### config.mk
export PLATFORM = sky130hd
export DESIGN_NAME = mux_io_mapper
export DESIGN_NICKNAME = d
export VERILOG_FILES = /design/src/rtl/mux_map_pkg.sv /design/src/rtl/mux_slot_dir.sv /design/src/rtl/mux_chan_counter.sv /design/src/rtl/mux_addr_decode.sv /design/src/rtl/mux_io_mapper.sv
export SDC_FILE = /design/constraint.sdc
export NUM_CORES = 1
export LEC_CHECK = 0
export ABC_AREA = 1
export BUFFER_PORTS_ARGS = -buffer_cell sky130_fd_sc_hd__buf_2
export CAP_MARGIN = 20
export CORE_ASPECT_RATIO = 1.2
export CORE_UTILIZATION = 61
export CTS_BUF_LIST = sky130_fd_sc_hd__clkbuf_8
export DETAILED_ROUTE_END_ITERATION = 8
export GPL_TIMING_DRIVEN = 0
export PLACE_DENSITY = 0.95
export SYNTH_ARGS = -nofsm -noshare
export SYNTH_HDL_FRONTEND = slang
export SYNTH_SLANG_ARGS = --single-unit
export TNS_END_PERCENT = 30
### constraint.sdc
create_clock -name clk -period 4 [get_ports clk]
set_clock_uncertainty 0.2 [all_clocks]
set_input_delay 0.8 -clock clk [delete_from_list [all_inputs] [get_ports clk]]
set_output_delay 0.8 -clock clk [all_outputs]
set_load 0.01 [all_outputs]
### src/rtl/mux_map_pkg.sv
package mux_map_pkg;

   // direction of one bus bit time as seen from the host
   typedef struct packed {
      logic in_slot;
      logic out_slot;
   } slot_dir_t;

   // channel count for a depth code
   function automatic int unsigned chan_count(input int unsigned code);
      return 32'd2 << code;
   endfunction

endpackage

### src/rtl/mux_slot_dir.sv
module mux_slot_dir
   import mux_map_pkg::*;
(
   input  logic      peer_mode,
   input  logic      bit_phase,
   output slot_dir_t dir
);

   always_comb begin
      if (peer_mode) begin
         dir.in_slot  = 1'b1;
         dir.out_slot = 1'b1;
      end else begin
         dir.in_slot  = ~bit_phase;
         dir.out_slot = bit_phase;
      end
   end

endmodule

### src/rtl/mux_chan_counter.sv
module mux_chan_counter #(
   parameter int DC_W = 2,
   parameter int CH_W = 4
) (
   input  logic            clk,
   input  logic            rst_n,
   input  logic            bus_run,
   input  logic            scan_done,
   input  logic [DC_W-1:0] depth_code,
   output logic [CH_W-1:0] chan
);

   logic [DC_W-1:0] depth_q;
   logic [CH_W-1:0] chan_q;
   logic [CH_W-1:0] chan_last;

   always_comb begin
      chan_last = CH_W'((32'd2 << depth_code) - 32'd1);
   end

   always_ff @(posedge clk or negedge rst_n) begin
      if (!rst_n) begin
         depth_q <= '0;
         chan_q  <= '0;
      end else begin
         depth_q <= depth_code;
         if (!bus_run || (depth_code != depth_q)) begin
            chan_q <= '0;
         end else if (scan_done) begin
            chan_q <= (chan_q == chan_last) ? '0 : chan_q + CH_W'(1);
         end
      end
   end

   assign chan = chan_q;

endmodule

### src/rtl/mux_addr_decode.sv
module mux_addr_decode #(
   parameter int WORD_BITS = 16,
   parameter int SIZE_W    = 4,
   parameter int DC_W      = 2,
   parameter int NREG      = 31,
   parameter bit DISC_EN   = 1'b1,
   localparam int BIT_W    = $clog2(WORD_BITS),
   localparam int ADDR_W   = BIT_W + SIZE_W,
   localparam int CH_W     = 1 << DC_W,
   localparam int REG_W    = $clog2(NREG)
) (
   input  logic [ADDR_W-1:0] addr,
   input  logic [CH_W-1:0]   chan,
   input  logic [SIZE_W-1:0] size_code,
   input  logic [SIZE_W-1:0] mux_words,
   input  logic [DC_W-1:0]   depth_code,
   input  logic              disc_req,
   output logic              hit,
   output logic [REG_W-1:0]  reg_idx,
   output logic [BIT_W-1:0]  bit_pos
);

   localparam int WIDE_W = SIZE_W + CH_W + 2;
   localparam logic [ADDR_W-1:0] DISC_FIRST = ADDR_W'(WORD_BITS + 1);

   logic              disc;
   logic              disc_block;

   // variant: discrete alignment supported, or refused as a bad configuration
   generate
      if (DISC_EN) begin : g_disc
         assign disc       = disc_req;
         assign disc_block = 1'b0;
      end else begin : g_no_disc
         assign disc       = 1'b0;
         assign disc_block = disc_req;
      end
   endgenerate

   logic [SIZE_W-1:0] word;
   logic [BIT_W-1:0]  lane;
   logic [SIZE_W-1:0] plain_regs;
   logic [SIZE_W-1:0] mux_k;
   logic [ADDR_W-1:0] disc_off;
   logic [WIDE_W-1:0] r_sel;
   logic [BIT_W-1:0]  b_sel;
   logic              base_ok;
   logic              in_bus;
   logic              cfg_ok;

   assign word = addr[ADDR_W-1:BIT_W];
   assign lane = addr[BIT_W-1:0];

   always_comb begin
      plain_regs = size_code - mux_words;
      mux_k      = word - plain_regs - SIZE_W'(1);
      disc_off   = addr - DISC_FIRST;
      in_bus     = (word <= size_code);
      cfg_ok     = (mux_words <= size_code) && !(disc && (mux_words != '0)) && !disc_block;

      if (disc) begin
         base_ok = (addr >= DISC_FIRST);
         r_sel   = WIDE_W'(disc_off >> BIT_W);
         b_sel   = ~disc_off[BIT_W-1:0];
      end else if (word > plain_regs) begin
         base_ok = (word != '0);
         r_sel   = WIDE_W'(plain_regs)
                 + ((WIDE_W'(mux_k) << depth_code) << 1)
                 + WIDE_W'(chan);
         b_sel   = lane;
      end else begin
         base_ok = (word != '0);
         r_sel   = WIDE_W'(word) - WIDE_W'(1);
         b_sel   = lane;
      end

      hit     = cfg_ok && in_bus && base_ok && (r_sel < WIDE_W'(NREG));
      reg_idx = hit ? r_sel[REG_W-1:0] : '0;
      bit_pos = hit ? b_sel : '0;
   end

endmodule

### src/rtl/mux_io_mapper.sv
module mux_io_mapper
   import mux_map_pkg::*;
#(
   parameter int WORD_BITS = 16,
   parameter int SIZE_W    = 4,
   parameter int DC_W      = 2,
   parameter int NREG      = 31,
   parameter bit DISC_EN   = 1'b1,
   localparam int BIT_W    = $clog2(WORD_BITS),
   localparam int ADDR_W   = BIT_W + SIZE_W,
   localparam int CH_W     = 1 << DC_W,
   localparam int REG_W    = $clog2(NREG)
) (
   input  logic              clk,
   input  logic              rst_n,
   input  logic              bus_run,
   input  logic              bit_valid,
   input  logic [ADDR_W-1:0] bit_addr,
   input  logic              bit_phase,
   input  logic [SIZE_W-1:0] size_code,
   input  logic [SIZE_W-1:0] mux_words,
   input  logic [DC_W-1:0]   depth_code,
   input  logic              discrete_mode,
   input  logic              peer_mode,
   output logic              slot_valid,
   output logic              slot_hit,
   output logic [REG_W-1:0]  slot_reg,
   output logic [BIT_W-1:0]  slot_bit,
   output logic              slot_in,
   output logic              slot_out,
   output logic [CH_W-1:0]   scan_chan
);

   // elaboration-time parameter checks
   generate
      if ((1 << BIT_W) != WORD_BITS) begin : g_bad_word
         $error("WORD_BITS must be a power of two");
      end
      if (DC_W < 1 || DC_W > 3) begin : g_bad_depth
         $error("DC_W must lie in 1..3");
      end
      if (NREG < 2 || NREG > (1 << REG_W)) begin : g_bad_nreg
         $error("NREG out of range");
      end
      if (SIZE_W < 1) begin : g_bad_size
         $error("SIZE_W must be at least 1");
      end
   endgenerate

   slot_dir_t          dir;
   logic               dec_hit;
   logic [REG_W-1:0]   dec_reg;
   logic [BIT_W-1:0]   dec_bit;
   logic               last_addr;
   logic               scan_done;

   mux_slot_dir u_dir (
      .peer_mode (peer_mode),
      .bit_phase (bit_phase),
      .dir       (dir)
   );

   assign last_addr = (bit_addr == {size_code, {BIT_W{1'b1}}});
   assign scan_done = bit_valid & bus_run & last_addr & dir.out_slot;

   mux_chan_counter #(
      .DC_W (DC_W),
      .CH_W (CH_W)
   ) u_chan (
      .clk        (clk),
      .rst_n      (rst_n),
      .bus_run    (bus_run),
      .scan_done  (scan_done),
      .depth_code (depth_code),
      .chan       (scan_chan)
   );

   mux_addr_decode #(
      .WORD_BITS (WORD_BITS),
      .SIZE_W    (SIZE_W),
      .DC_W      (DC_W),
      .NREG      (NREG),
      .DISC_EN   (DISC_EN)
   ) u_dec (
      .addr       (bit_addr),
      .chan       (scan_chan),
      .size_code  (size_code),
      .mux_words  (mux_words),
      .depth_code (depth_code),
      .disc_req   (discrete_mode),
      .hit        (dec_hit),
      .reg_idx    (dec_reg),
      .bit_pos    (dec_bit)
   );

   always_ff @(posedge clk or negedge rst_n) begin
      if (!rst_n) begin
         slot_valid <= 1'b0;
         slot_hit   <= 1'b0;
         slot_reg   <= '0;
         slot_bit   <= '0;
         slot_in    <= 1'b0;
         slot_out   <= 1'b0;
      end else begin
         slot_valid <= bit_valid;
         slot_hit   <= bit_valid & dec_hit;
         slot_reg   <= bit_valid ? dec_reg : '0;
         slot_bit   <= bit_valid ? dec_bit : '0;
         slot_in    <= bit_valid & dir.in_slot;
         slot_out   <= bit_valid & dir.out_slot;
      end
   end

endmodule

## Yosys cells after proc, flatten, opt, wreduce, memory -nomap -nowiden

Cells that the tools add are included.

| operators by class | value |
|---|---|
| $lt $le $gt $ge | 5 |
| shift-type cells | 2 |
| mux-type cells | 12 |
| equal/unequal tests | 3 |
| reductions and logical operators | 11 |
| add/sub/neg operators | 9 |
| bitwise logic cells | 8 |

Operators by type and width:

| kind | number |
|---|---|
| $mux W4 | 6 |
| $mux W10 | 2 |
| $add A10 B4 Y10 | 1 |
| $add A4 B10 Y10 | 1 |
| $lt A10 B5 Y1 const B | 1 |
| $mux W5 | 2 |
| $shl A4 B2 Y9 | 1 |
| $eq A8 B8 Y1 | 1 |
| $ge A8 B5 Y1 const B | 1 |
| $le A4 B4 Y1 | 2 |
| $reduce_bool A4 Y1 | 2 |
| $sub A4 B1 Y4 const B | 2 |
| $sub A4 B4 Y4 | 2 |
| $sub A8 B5 Y8 const B | 1 |
| $and A1 B1 Y1 | 6 |
| $logic_and A1 B1 Y1 | 5 |
| $sub A4 B1 Y5 const B | 1 |
| $add A4 B1 Y4 const B | 1 |
| $eq A4 B4 Y1 | 1 |
| $gt A4 B4 Y1 | 1 |
| $not A4 Y4 | 1 |
| $shl A2 B2 Y4 const A | 1 |
| $logic_not A1 Y1 | 2 |
| $mux W2 | 1 |
| 5 further kinds | 5 |

| storage, ports and cells | value |
|---|---|
| output and inout bits | 17 |
| logic and storage cells | 58 |
| bits in registers | 19 |

## Logic depth before layout (Yosys ltp)

Gate-level depths: netlist of the first run.

| depth | value |
|---|---|
| word-level depth | 12 |
| depth in mapped cells | 30 |
| mapped depth without buffers | 30 |

## By module

Synthesis of the first run repeated with hierarchy kept, for this count alone.

| second synthesis, totals | value |
|---|---|
| cell total of the unflattened synthesis | 310 |
| area total of the unflattened synthesis | 2154.6 um^2 |

Modules (own cells, without submodules):

| module | instances | area an instance (um^2) | cells an instance |
|---|---|---|---|
| mux_addr_decode | 1 | 1248.7 | 203 |
| mux_io_mapper | 1 | 515.5 | 60 |
| mux_chan_counter | 1 | 375.4 | 43 |
| mux_slot_dir | 1 | 15.0 | 4 |

## Worst setup path after synthesis of the first run

Ideal clock, no wire load.

| path | value |
|---|---|
| kind | input -> register |
| start point | input port size_code[0] |
| end point | register slot_reg[2] |
| setup slack | -577 ps |
| arrival time | 4303 ps |
| path buffers | 0 |
| setup time | 74 ps |
| stages | 28 |
| path through | inv_1 -> ha_1 -> fa_1 -> nand2_1 -> inv_1 -> nor2_2 -> ha_1 -> inv_1 -> nand2_1 -> nand3_1 -> nand3_2 -> a31oi_1 -> fa_1 -> inv_1 -> ha_1 -> a21oi_1 -> nand2_1 -> nand2_1 -> nand2_1 -> nand3_1 -> nand2_1 -> nand3_2 -> nand2_2 -> a21oi_2 -> nand2_1 -> nand2_2 -> nand2_4 -> nor2_1 |

| on the way | value |
|---|---|
| cells in the longest elaborated chain, start to end | 12 |
| elaborated cells between the ends (all ways) | 18 |
| those cells by class | add/sub: 5; order compare: 4; shift: 1; mux: 4; reduce/logical: 4 |

Ends and longest elaborated chain:

| item | RTL line | text |
|---|---|---|
| start, declared | mux_io_mapper.sv:20 | `input logic [SIZE_W-1:0] size_code,` |
| $sub A4 B4 Y4 | mux_addr_decode.sv:55 | `plain_regs = size_code - mux_words;` |
| $sub A4 B4 Y4 | mux_addr_decode.sv:56 | `mux_k = word - plain_regs - SIZE_W'(1);` |
| $sub A4 B1 Y4 | mux_addr_decode.sv:56 |  |
| $shl A4 B2 Y9 | mux_addr_decode.sv:68 | `+ ((WIDE_W'(mux_k) << depth_code) << 1)` |
| $add A4 B10 Y10 | mux_addr_decode.sv:68 |  |
| $add A10 B4 Y10 | mux_addr_decode.sv:69 | `+ WIDE_W'(chan);` |
| $mux W10 | mux_addr_decode.sv:65 | `end else if (word > plain_regs) begin` |
| $mux W10 | mux_addr_decode.sv:61 | `if (disc) begin` |
| $lt A10 B5 Y1 | mux_addr_decode.sv:77 | `hit = cfg_ok && in_bus && base_ok && (r_sel < WIDE_W'(NREG));` |
| $logic_and A1 B1 Y1 | mux_addr_decode.sv:77 |  |
| $mux W5 * | mux_addr_decode.sv:78 | `reg_idx = hit ? r_sel[REG_W-1:0] : '0;` |
| $mux W5 * | mux_io_mapper.sv:107 | `slot_reg <= bit_valid ? dec_reg : '0;` |
| end signal, assigned | mux_io_mapper.sv:107 |  |
| end, declared | mux_io_mapper.sv:27 | `output logic [REG_W-1:0] slot_reg,` |

Every way passes the cells marked *; elsewhere a longest branch is shown, timed or not.
A chain may end at the register's enable or synchronous reset.

## Worst setup path after layout of the first run

| path | value |
|---|---|
| start point | input port size_code[0] |
| end point | register slot_bit[3] |

| on the way | value |
|---|---|
| cells in the longest elaborated chain, start to end | 12 |
| elaborated cells between the ends (all ways) | 18 |
| those cells by class | add/sub: 5; order compare: 4; shift: 1; mux: 4; reduce/logical: 4 |

Ends and longest elaborated chain:

| item | RTL line | text |
|---|---|---|
| $sub A4 B4 Y4 | mux_addr_decode.sv:55 |  |
| $sub A4 B4 Y4 | mux_addr_decode.sv:56 |  |
| $sub A4 B1 Y4 | mux_addr_decode.sv:56 |  |
| $shl A4 B2 Y9 | mux_addr_decode.sv:68 |  |
| $add A4 B10 Y10 | mux_addr_decode.sv:68 |  |
| $add A10 B4 Y10 | mux_addr_decode.sv:69 |  |
| $mux W10 | mux_addr_decode.sv:65 |  |
| $mux W10 | mux_addr_decode.sv:61 |  |
| $lt A10 B5 Y1 | mux_addr_decode.sv:77 |  |
| $logic_and A1 B1 Y1 * | mux_addr_decode.sv:77 |  |
| $mux W4 * | mux_addr_decode.sv:79 | `bit_pos = hit ? b_sel : '0;` |
| $mux W4 * | mux_io_mapper.sv:108 | `slot_bit <= bit_valid ? dec_bit : '0;` |
| end signal, assigned | mux_io_mapper.sv:108 |  |
| end, declared | mux_io_mapper.sv:28 | `output logic [BIT_W-1:0] slot_bit,` |

Marks and branches as above.

==> metrics.csv, run 1 <==
metric,value,unit
outcome,"finished, violations left",
failing checks,negative setup slack,
"Req. time, crit path",4.00,ns
via count,2552,
worst min path class,in2async,
"Reg clk slew, reported paths",0.08,ns
pre-CTS setup slack,-1.03,ns
Netlist cell types,37,
fin cells,411,
fin util,85.4,%
max-cap viol count,0,
CTS tree,yes,
fin crit share,117,%
htree depth,1,
largest net degree at the start of global routing,20,
final setup vio count,10,
drt pass-1 iters,7,
initial antenna violation count,0,
Setup CP Type,in2reg,
clk sinks,19,
"commonest cells after routing, fill and taps aside","nand2_1, inv_1, buf_2",
maximum vdd drop,0.334,mV
slew margin rel.,72.0,%
ys async rst share,100,%
area added between synthesis and finish,31.9,%
"commonest non-fill, non-tap cell in the layout",nand2_1,
port bufs,40,
"Max FO, Critical Path",5,
Worst Setup SP,size_code[0],
"Clk Latency, worst-skew pair",0.27,ns
WL final,7150,um
hold slack,0.250,ns
hpwl dp,4220,um
DRT iter0 DRCs,218,
gr usage total,35.4,%
"Top cell by count, worst path",nand2_4,
Synth Register Bits,19,
max-slew violation count,0,
clock buffer count from CTS,3,
P_leak,1.59,nW
largest cells by area after synthesis,"dfrtp_1, ha_1, nand2_1, inv_1, nand3_1",
fraction of layout cells with a size suffix above 1,35.8,%
CP Capture Type,flop,
num rows,23,
die height,67.5,um
Core Region,3370,sq um
global-route wire length before repair,10200,um
max reg flops,5,
via/cell ratio,6.21,
Least-Margin Pin Slew,0.419,ns
endpoints failing hold,0,
worst setup margin,-0.679,ns
Syn Inst Count,308,
detailed-route DRC error count,0,
nets,429,
arrival time worst endpoint,4.67,ns
cell taking the most area after synthesis,dfrtp_1,
Syn Area/Cell,7.08,sq um
routability cong.,0.923,
top-area cell type share of the netlist area,21.8,%
gr ovfl total,0,
Crit-path slowest cell,fa_2,
Post-synth top flop,dfrtp_1,
highest clock rate,0.214,GHz
total power,0.873,mW
worst r2r src,u_chan.chan[1],
root buffer selected by CTS,clkbuf_8,
"Seq/Total Area, Yosys",21.8,%
die width,56.6,um
I/O pin cnt,42,
slowest cell delay on critical path,0.61,ns
Die ar.,3820,sq um
ant diodes,0,
Worst setup SP type,input pin,
routed length per instance,17.4,um
Longest Clk Path Bufs,2,
pwr/cell area,303,nW/um^2
Starting Density,64.8,%
Yosys warning count,0,
RSZ-0062 raised after global routing,yes,
min Tclk post-route,4.68,ns
Post-Syn Area,2180,sq um
Cells after DPL,385,
vias in the first global route,2380,
Final ANT Viol Nets,0,
"EDFF count, synth",0,
syn_nets,362,
-- synthesized netlist by cell type (2+ instances only) --
master,n
inv_1,52
xnor2_1,3
nor4_1,2
nor2_1,26
nand3b_1,4
a211oi_1,2
xor2_1,7
nand3_1,28
dfrtp_1,19
inv_2,2
nand2_2,5
buf_2,2
nand4_1,2
fa_1,5
nor2_2,8
nand3_2,6
o21ai_0,9
a21oi_1,15
nand2_1,66
nand2_4,4
ha_1,24
o22ai_1,2
-- final cells by class --
cell class,instances,area (sq um)
clock inverters,1,7.51
flip-flops and latches,19,475
clock buffers,3,41.3
multi-input cells,231,1690
well taps,37,46.3
repair buffers,61,375
fillers,177,490
plain buffers,4,21.3
inverters,55,219
-- layer usage --
layer | up-vias | global-route usage (%) | share of wire (%)
met5 | - | 0 | 0
met4 | 0 | 29.0 | 7.8
met3 | 73 | 4.41 | 8.7
met2 | 202 | 66.2 | 50
met1 | 1156 | 35.1 | 33
li1 | 1121 | - | -
-- logic make-up (layout without fill, tap and decap cells) --
logic type	count (synthesis)	count (layout)	synth area share, %
fa+ha+maj	29	29	18.4
flops	19	19	21.8
compound gates	36	36	9.70
buf+inv	59	124	10.4
simple gates	155	156	35.7
xor+xnor	10	10	4.02
-- final timing paths --
| check | to | slack, ns | cells past startpoint |
|---|---|---|---|
| max | slot_bit[3] | -0.68 | 29 |
| min reg2reg | u_chan.chan[3] | 0.42 | 2 |
| min | slot_reg[0] | 0.25 | 1 |
| max in group asynchronous | u_chan.chan[0] | 3.06 | 1 |
| max reg2reg | slot_bit[3] | 0.71 | 16 |
| min in group clk | u_chan.chan[3] | 0.42 | 2 |
-- power by group --
part / internal, mW / switching, mW / total (mW)
logic: 0.203 / 0.326 / 0.529
registers: 0.198 / 0.00155 / 0.200
clock network: 0.0705 / 0.0734 / 0.144
-- through the flow --
stage | setup TNS [ns] | cell area, sq um
6_report | -6.28 | 2880
3_5_place_dp | -9.87 | 2490
5_1_grt | -7.33 | 2880
4_1_cts | -3.94 | 2750
3_3_place_gp | -8.17 | 2490
2_1_floorplan | -3.90 | 2240
-- worst max-delay path, delay by kind of cell --
family | cells | cell delay, ns
buf+inv | 8 | 0.53
simple gates | 13 | 1.13
compound gates | 3 | 0.37
fa+ha+maj | 5 | 1.85
-- repair_timing --
action                     CTS  global route
gates cloned                 1             0
resized for setup           27            21
setup endpoints to repair   10            10
pin swaps                   29            19
buffers inserted            15             5
hold buffers                 0             0
No activity file was read; power rests on OpenSTA's default activity.
==> run 2, diff against run 1 <==
PLACE_DENSITY = unset   (was 0.95)
PLACE_DENSITY_LB_ADDON = 0.2   (was unset)
==> run 2 against run 1 <==
The run still ends with negative setup slack left. Critical path depth unchanged. Sequential share of layout area grew 0.54 points. Utilization is 2.7 points lower. First-iteration DRC count is 51% lower. Register-to-register slack better by 0.11 ns. Sequential cell count unchanged. Total power is 8.7% lower. Global-route usage decreased by 6.3 points. Worst setup slack better by 0.18 ns. Clock power down 8%. Worst hold slack better by 0.0073 ns. Count of clock-buffer cells in the layout did not move. Largest power group unchanged.
==> metrics.csv, run 2 (synthesis gave the netlist of run 1 again) <==
metric,value,unit,change
root buffer selected by CTS,clkbuf_8,,
"Max FO, Critical Path",5,,unchanged
slew margin rel.,21.5,%,-51 points
CP Capture Type,flop,,
outcome,"finished, violations left",,
fin crit share,112,%,-4.6 points
design area,2790,sq um,-3.2%
gr usage total,29.1,%,-6.3 points
hold slack,0.257,ns,+0.00731 ns
"Reg clk slew, reported paths",0.07,ns,about the same
global-route wire length before repair,8670,um,-15%
routability cong.,0.841,,-8.8%
failing checks,negative setup slack,,
max-slew violation count,0,,unchanged
die height,67.5,um,unchanged
hpwl dp,3820,um,-9.6%
gr ovfl total,0,,unchanged
area added between synthesis and finish,27.7,%,
"Req. time, crit path",3.99,ns,about the same
num rows,23,,unchanged
port bufs,40,,unchanged
endpoints failing hold,0,,unchanged
DRT iter0 DRCs,107,,-51%
Final ANT Viol Nets,0,,unchanged
worst setup margin,-0.496,ns,+0.183 ns
final setup vio count,10,,unchanged
die width,56.6,um,unchanged
"commonest non-fill, non-tap cell in the layout",nand2_1,,
Top delay family on crit path,adder cells,,
ant diodes,0,,unchanged
min Tclk post-route,4.50,ns,-0.183 ns
Longest Clk Path Bufs,2,,unchanged
Worst Path Buf+Inv,6,,-2
highest clock rate,0.222,GHz,+4.1%
CTS Hold Bufs,0,,unchanged
vias in the first global route,2106,,-12%
max-cap viol count,0,,unchanged
Worst setup SP type,input pin,,
clock buffer count from CTS,3,,unchanged
htree depth,1,,unchanged
Crit-path slowest cell,fa_2,,
routed length per instance,13.7,um,-21%
"Top cell by count, worst path",nand2_4,,
fin util,82.7,%,-2.7 points
Least-Margin Pin Slew,1.17,ns,+0.747 ns
largest net degree at the start of global routing,20,,unchanged
detailed-route DRC error count,0,,unchanged
RSZ-0062 raised after global routing,yes,,
"Clk Latency, worst-skew pair",0.26,ns,about the same
nets,419,,-2.3%
initial antenna violation count,0,,unchanged
slowest cell delay on critical path,0.60,ns,about the same
via count,2227,,-13%
clk sinks,19,,unchanged
Setup CP Type,in2reg,,
pwr/cell area,286,nW/um^2,-5.8%
P_leak,1.53,nW,-3.3%
drt pass-1 iters,4,,-3
CTS tree,yes,,
I/O pin cnt,42,,unchanged
WL final,5480,um,-23%
max reg flops,5,,unchanged
fraction of layout cells with a size suffix above 1,32.7,%,-3.1 points
maximum vdd drop,0.302,mV,-9.7%
arrival time worst endpoint,4.49,ns,-0.18 ns
Starting Density,64.8,%,unchanged
Die ar.,3820,sq um,unchanged
Placed Area,2490,sq um,unchanged
worst min path class,in2async,,
Core Region,3370,sq um,unchanged
"commonest cells after routing, fill and taps aside","nand2_1, inv_1, buf_2",,
pre-CTS setup slack,-0.932,ns,+0.0964 ns
via/cell ratio,5.55,,-11%
[run 2: changes by cell type in the layout (fill, tap and decap cells not counted), sizes merged]
cell      delta
clkinvlp     -1
clkinv       +1
buf         -10
[run 2: timing repair]
action                                  4_1_cts  5_1_grt
pin swaps                                    26        5
setup buffers                                10        1
gates resized for setup                      27       13
cloned                                        1        0
endpoints found under the setup margin       10       10
[run 2: report_power, final]
group	switching (mW)	total [mW]	internal, mW	leakage, nW
Combinational	0.285	0.463	0.178	1.25
Sequential	0.00144	0.200	0.198	0.254
Clock	0.0641	0.133	0.0694	0.0255
[run 2: area by class of cell]
cell class / instances / area (sq um)
inverters: 55 / 219
flip-flops and latches: 19 / 475
multi-input cells: 231 / 1680
well taps: 37 / 46.3
repair buffers: 51 / 299
clock buffers: 3 / 41.3
plain buffers: 4 / 21.3
clock inverters: 1 / 5.00
fillers: 214 / 582
[run 2: metal layers]
metal / part of all wire (%) / up-vias / wire length, um / track usage [%]
li1: - / 1107 / - / -
met1: 39 / 1006 / 2120 / 31.0
met2: 52 / 92 / 2850 / 55.0
met3: 5.2 / 22 / 284 / 3.83
met4: 4.1 / 0 / 223 / 17.1
met5: 0 / - / 0 / 0
[run 2: through the flow]
stage	instances	TNS, ns	total power [mW]
after floorplan	308	-3.90	0.494
after global placement	385	-8.38	0.564
final	401	-4.63	0.796
after detailed placement	385	-8.97	0.574
after global routing	401	-6.61	0.844
after CTS	400	-3.09	0.753
[run 2: final timing paths]
check | end | start | slack, ns | cells past startpoint
hold reg to reg | u_chan.chan[3] | u_chan.chan[3] | 0.43 | 2
hold / removal | slot_bit[1] | rst_n | 0.26 | 1
max in group asynchronous | u_chan.chan[1] | rst_n | 3.05 | 1
setup reg to reg | slot_reg[2] | u_chan.chan[1] | 0.82 | 16
setup / recovery | slot_reg[2] | size_code[0] | -0.50 | 29
min in group clk | u_chan.chan[3] | u_chan.chan[3] | 0.43 | 2
==> run 3, diff against run 2 <==
CAP_MARGIN = unset   (was 20)
RECOVER_POWER = 25   (was unset)
SLEW_MARGIN = 20   (was unset)
==> run 3 against run 2 <==
The run still ends with negative setup slack left. Global-route usage is the same. Largest cell class unchanged. Non-clock buffer count unchanged. Sequential share of layout area hardly changed. Critical path depth unchanged. Highest routed layer unchanged. Largest power group unchanged. Sequential cell count stayed put. Sequential power about the same. Register-to-register slack hardly changed. Wire length is essentially flat. First-iteration DRC count stayed put. Cell area is essentially flat.
==> metrics.csv, run 3 (synthesis gave the netlist of run 1 again) <==
metric,value,unit,change
outcome,"finished, violations left",,
failing checks,negative setup slack,,
slew margin rel.,21.6,%,about the same
pwr/cell area,286,nW/um^2,about the same
via/cell ratio,5.56,,about the same
worst min path class,reg2reg,,
Setup CP Type,in2reg,,
Starting Density,64.8,%,unchanged
Die ar.,3820,sq um,unchanged
clock buffer count from CTS,3,,unchanged
hpwl dp,3820,um,unchanged
fin crit share,112,%,about the same
Final ANT Viol Nets,0,,unchanged
CTS tree,yes,,
slowest cell delay on critical path,0.60,ns,about the same
"Clk Latency, worst-skew pair",0.26,ns,about the same
total power,0.796,mW,about the same
Core Region,3370,sq um,unchanged
routed length per instance,13.6,um,about the same
root buffer selected by CTS,clkbuf_8,,
GRT busiest layer,met2,,
final setup vio count,10,,unchanged
routability cong.,0.841,,unchanged
ant diodes,0,,unchanged
clk sinks,19,,unchanged
P_leak,1.53,nW,-0.18%
M1 GR Usage,31.0,%,unchanged
"Reg clk slew, reported paths",0.07,ns,about the same
via count,2228,,+0.045%
maximum vdd drop,0.302,mV,about the same
htree depth,1,,unchanged
initial antenna violation count,0,,unchanged
design area,2780,sq um,about the same
Placed Area,2490,sq um,unchanged
die height,67.5,um,unchanged
largest net degree at the start of global routing,20,,unchanged
fraction of layout cells with a size suffix above 1,32.4,%,-0.27 points
Least-Margin Pin Slew,1.17,ns,-0.0000425 ns
Worst Setup SP,size_code[0],,
global-route met3 utilization,3.83,%,unchanged
CP Capture Type,flop,,
Setup crit end,slot_reg[2],,
Worst setup SP type,input pin,,
worst reg2reg endpoint,slot_reg[2],,
"commonest cells after routing, fill and taps aside","nand2_1, inv_1, buf_2",,
die width,56.6,um,unchanged
worst setup margin,-0.496,ns,-0.0000890 ns
max-slew violation count,0,,unchanged
hold slack,0.434,ns,+0.177 ns
WL final,5470,um,about the same
global-route wire length before repair,8670,um,unchanged
global routing usage on met2,55.0,%,unchanged
R2R setup slack,0.82,ns,about the same
DRT iter0 DRCs,107,,unchanged
"Top cell by count, worst path",nand2_4,,
port bufs,40,,unchanged
Crit-path slowest cell,fa_2,,
nets,419,,unchanged
worst r2r src,u_chan.chan[1],,
endpoints failing hold,0,,unchanged
vias in the first global route,2106,,unchanged
detailed-route DRC error count,0,,unchanged
drt pass-1 iters,4,,unchanged
highest clock rate,0.222,GHz,about the same
"Req. time, crit path",3.99,ns,about the same
max reg flops,5,,unchanged
I/O pin cnt,42,,unchanged
RSZ-0062 raised after global routing,yes,,
Longest Clk Path Bufs,2,,unchanged
num rows,23,,unchanged
gr ovfl total,0,,unchanged
gr usage total,29.1,%,unchanged
max-cap viol count,0,,unchanged
"Max FO, Critical Path",5,,unchanged
"commonest non-fill, non-tap cell in the layout",nand2_1,,
fin util,82.7,%,about the same
R2R depth,16,,unchanged
arrival time worst endpoint,4.49,ns,about the same
area added between synthesis and finish,27.7,%,about the same
min Tclk post-route,4.50,ns,+0.0000890 ns
## run 3: changes by cell type in the layout (fill, tap and decap cells not counted), sizes merged
| cell | previous run | this run |
|---|---|---|
| clkbuf | 4 | 5 |
| buf | 54 | 53 |
## run 3: through the flow
step,worst slack (ns),setup TNS [ns],instances
floorplan,-0.426,-3.90,308
global placement,-0.879,-8.38,385
detailed placement,-0.932,-8.97,385
CTS,-0.341,-3.09,400
global route,-0.697,-6.61,401
finish,-0.496,-4.63,401
## run 3: routing by layer
layer	up-vias	wire, um
li1	1106	-
met1	1006	2110
met2	94	2850
met3	22	289
met4	0	223
met5	-	0
## run 3: cell type report
type / instances / area, sq um
Fill cell: 215 / 583
Buffer: 4 / 21.3
Tap cell: 37 / 46.3
Clock buffer: 3 / 41.3
Clock inverter: 1 / 5.00
Multi-Input combinational cell: 231 / 1680
Inverter: 55 / 219
Sequential cell: 19 / 475
Timing Repair Buffer: 51 / 298
## run 3: worst max-delay path: cells and delay by family
family	cells	cell delay (ns)
adder cells (fa/ha/maj)	5	1.76
AND/OR/NAND/NOR	16	1.35
AO/OA/AOI/OAI	2	0.22
buffers and inverters	6	0.35
## run 3: repair_timing
item	CTS	global route
setup buffers	10	1
setup endpoints to repair	10	10
hold buffers	0	0
pin swaps	26	5
cloned	1	0
gates resized for setup	27	13
## run 3: how the worst min path moves through the flow
stage | from | end | slack, ns | cells after the start
after global placement | u_chan.chan[3] | u_chan.chan[3] | 0.39 | 2
after floorplan | rst_n | slot_bit[0] | 0.30 | 0
after detailed placement | u_chan.chan[3] | u_chan.chan[3] | 0.40 | 2
after global routing | u_chan.chan[3] | u_chan.chan[3] | 0.45 | 2
final | u_chan.chan[3] | u_chan.chan[3] | 0.43 | 2
after CTS | rst_n | slot_bit[0] | 0.27 | 1
## run 3: report_power, final
group          switching, mW  total, mW  leakage [nW]  internal [mW]
Clock                 0.0640      0.133        0.0255         0.0694
Combinational          0.285      0.463          1.25          0.178
Sequential           0.00144      0.200         0.254          0.198
Total                  0.350      0.796          1.53          0.446
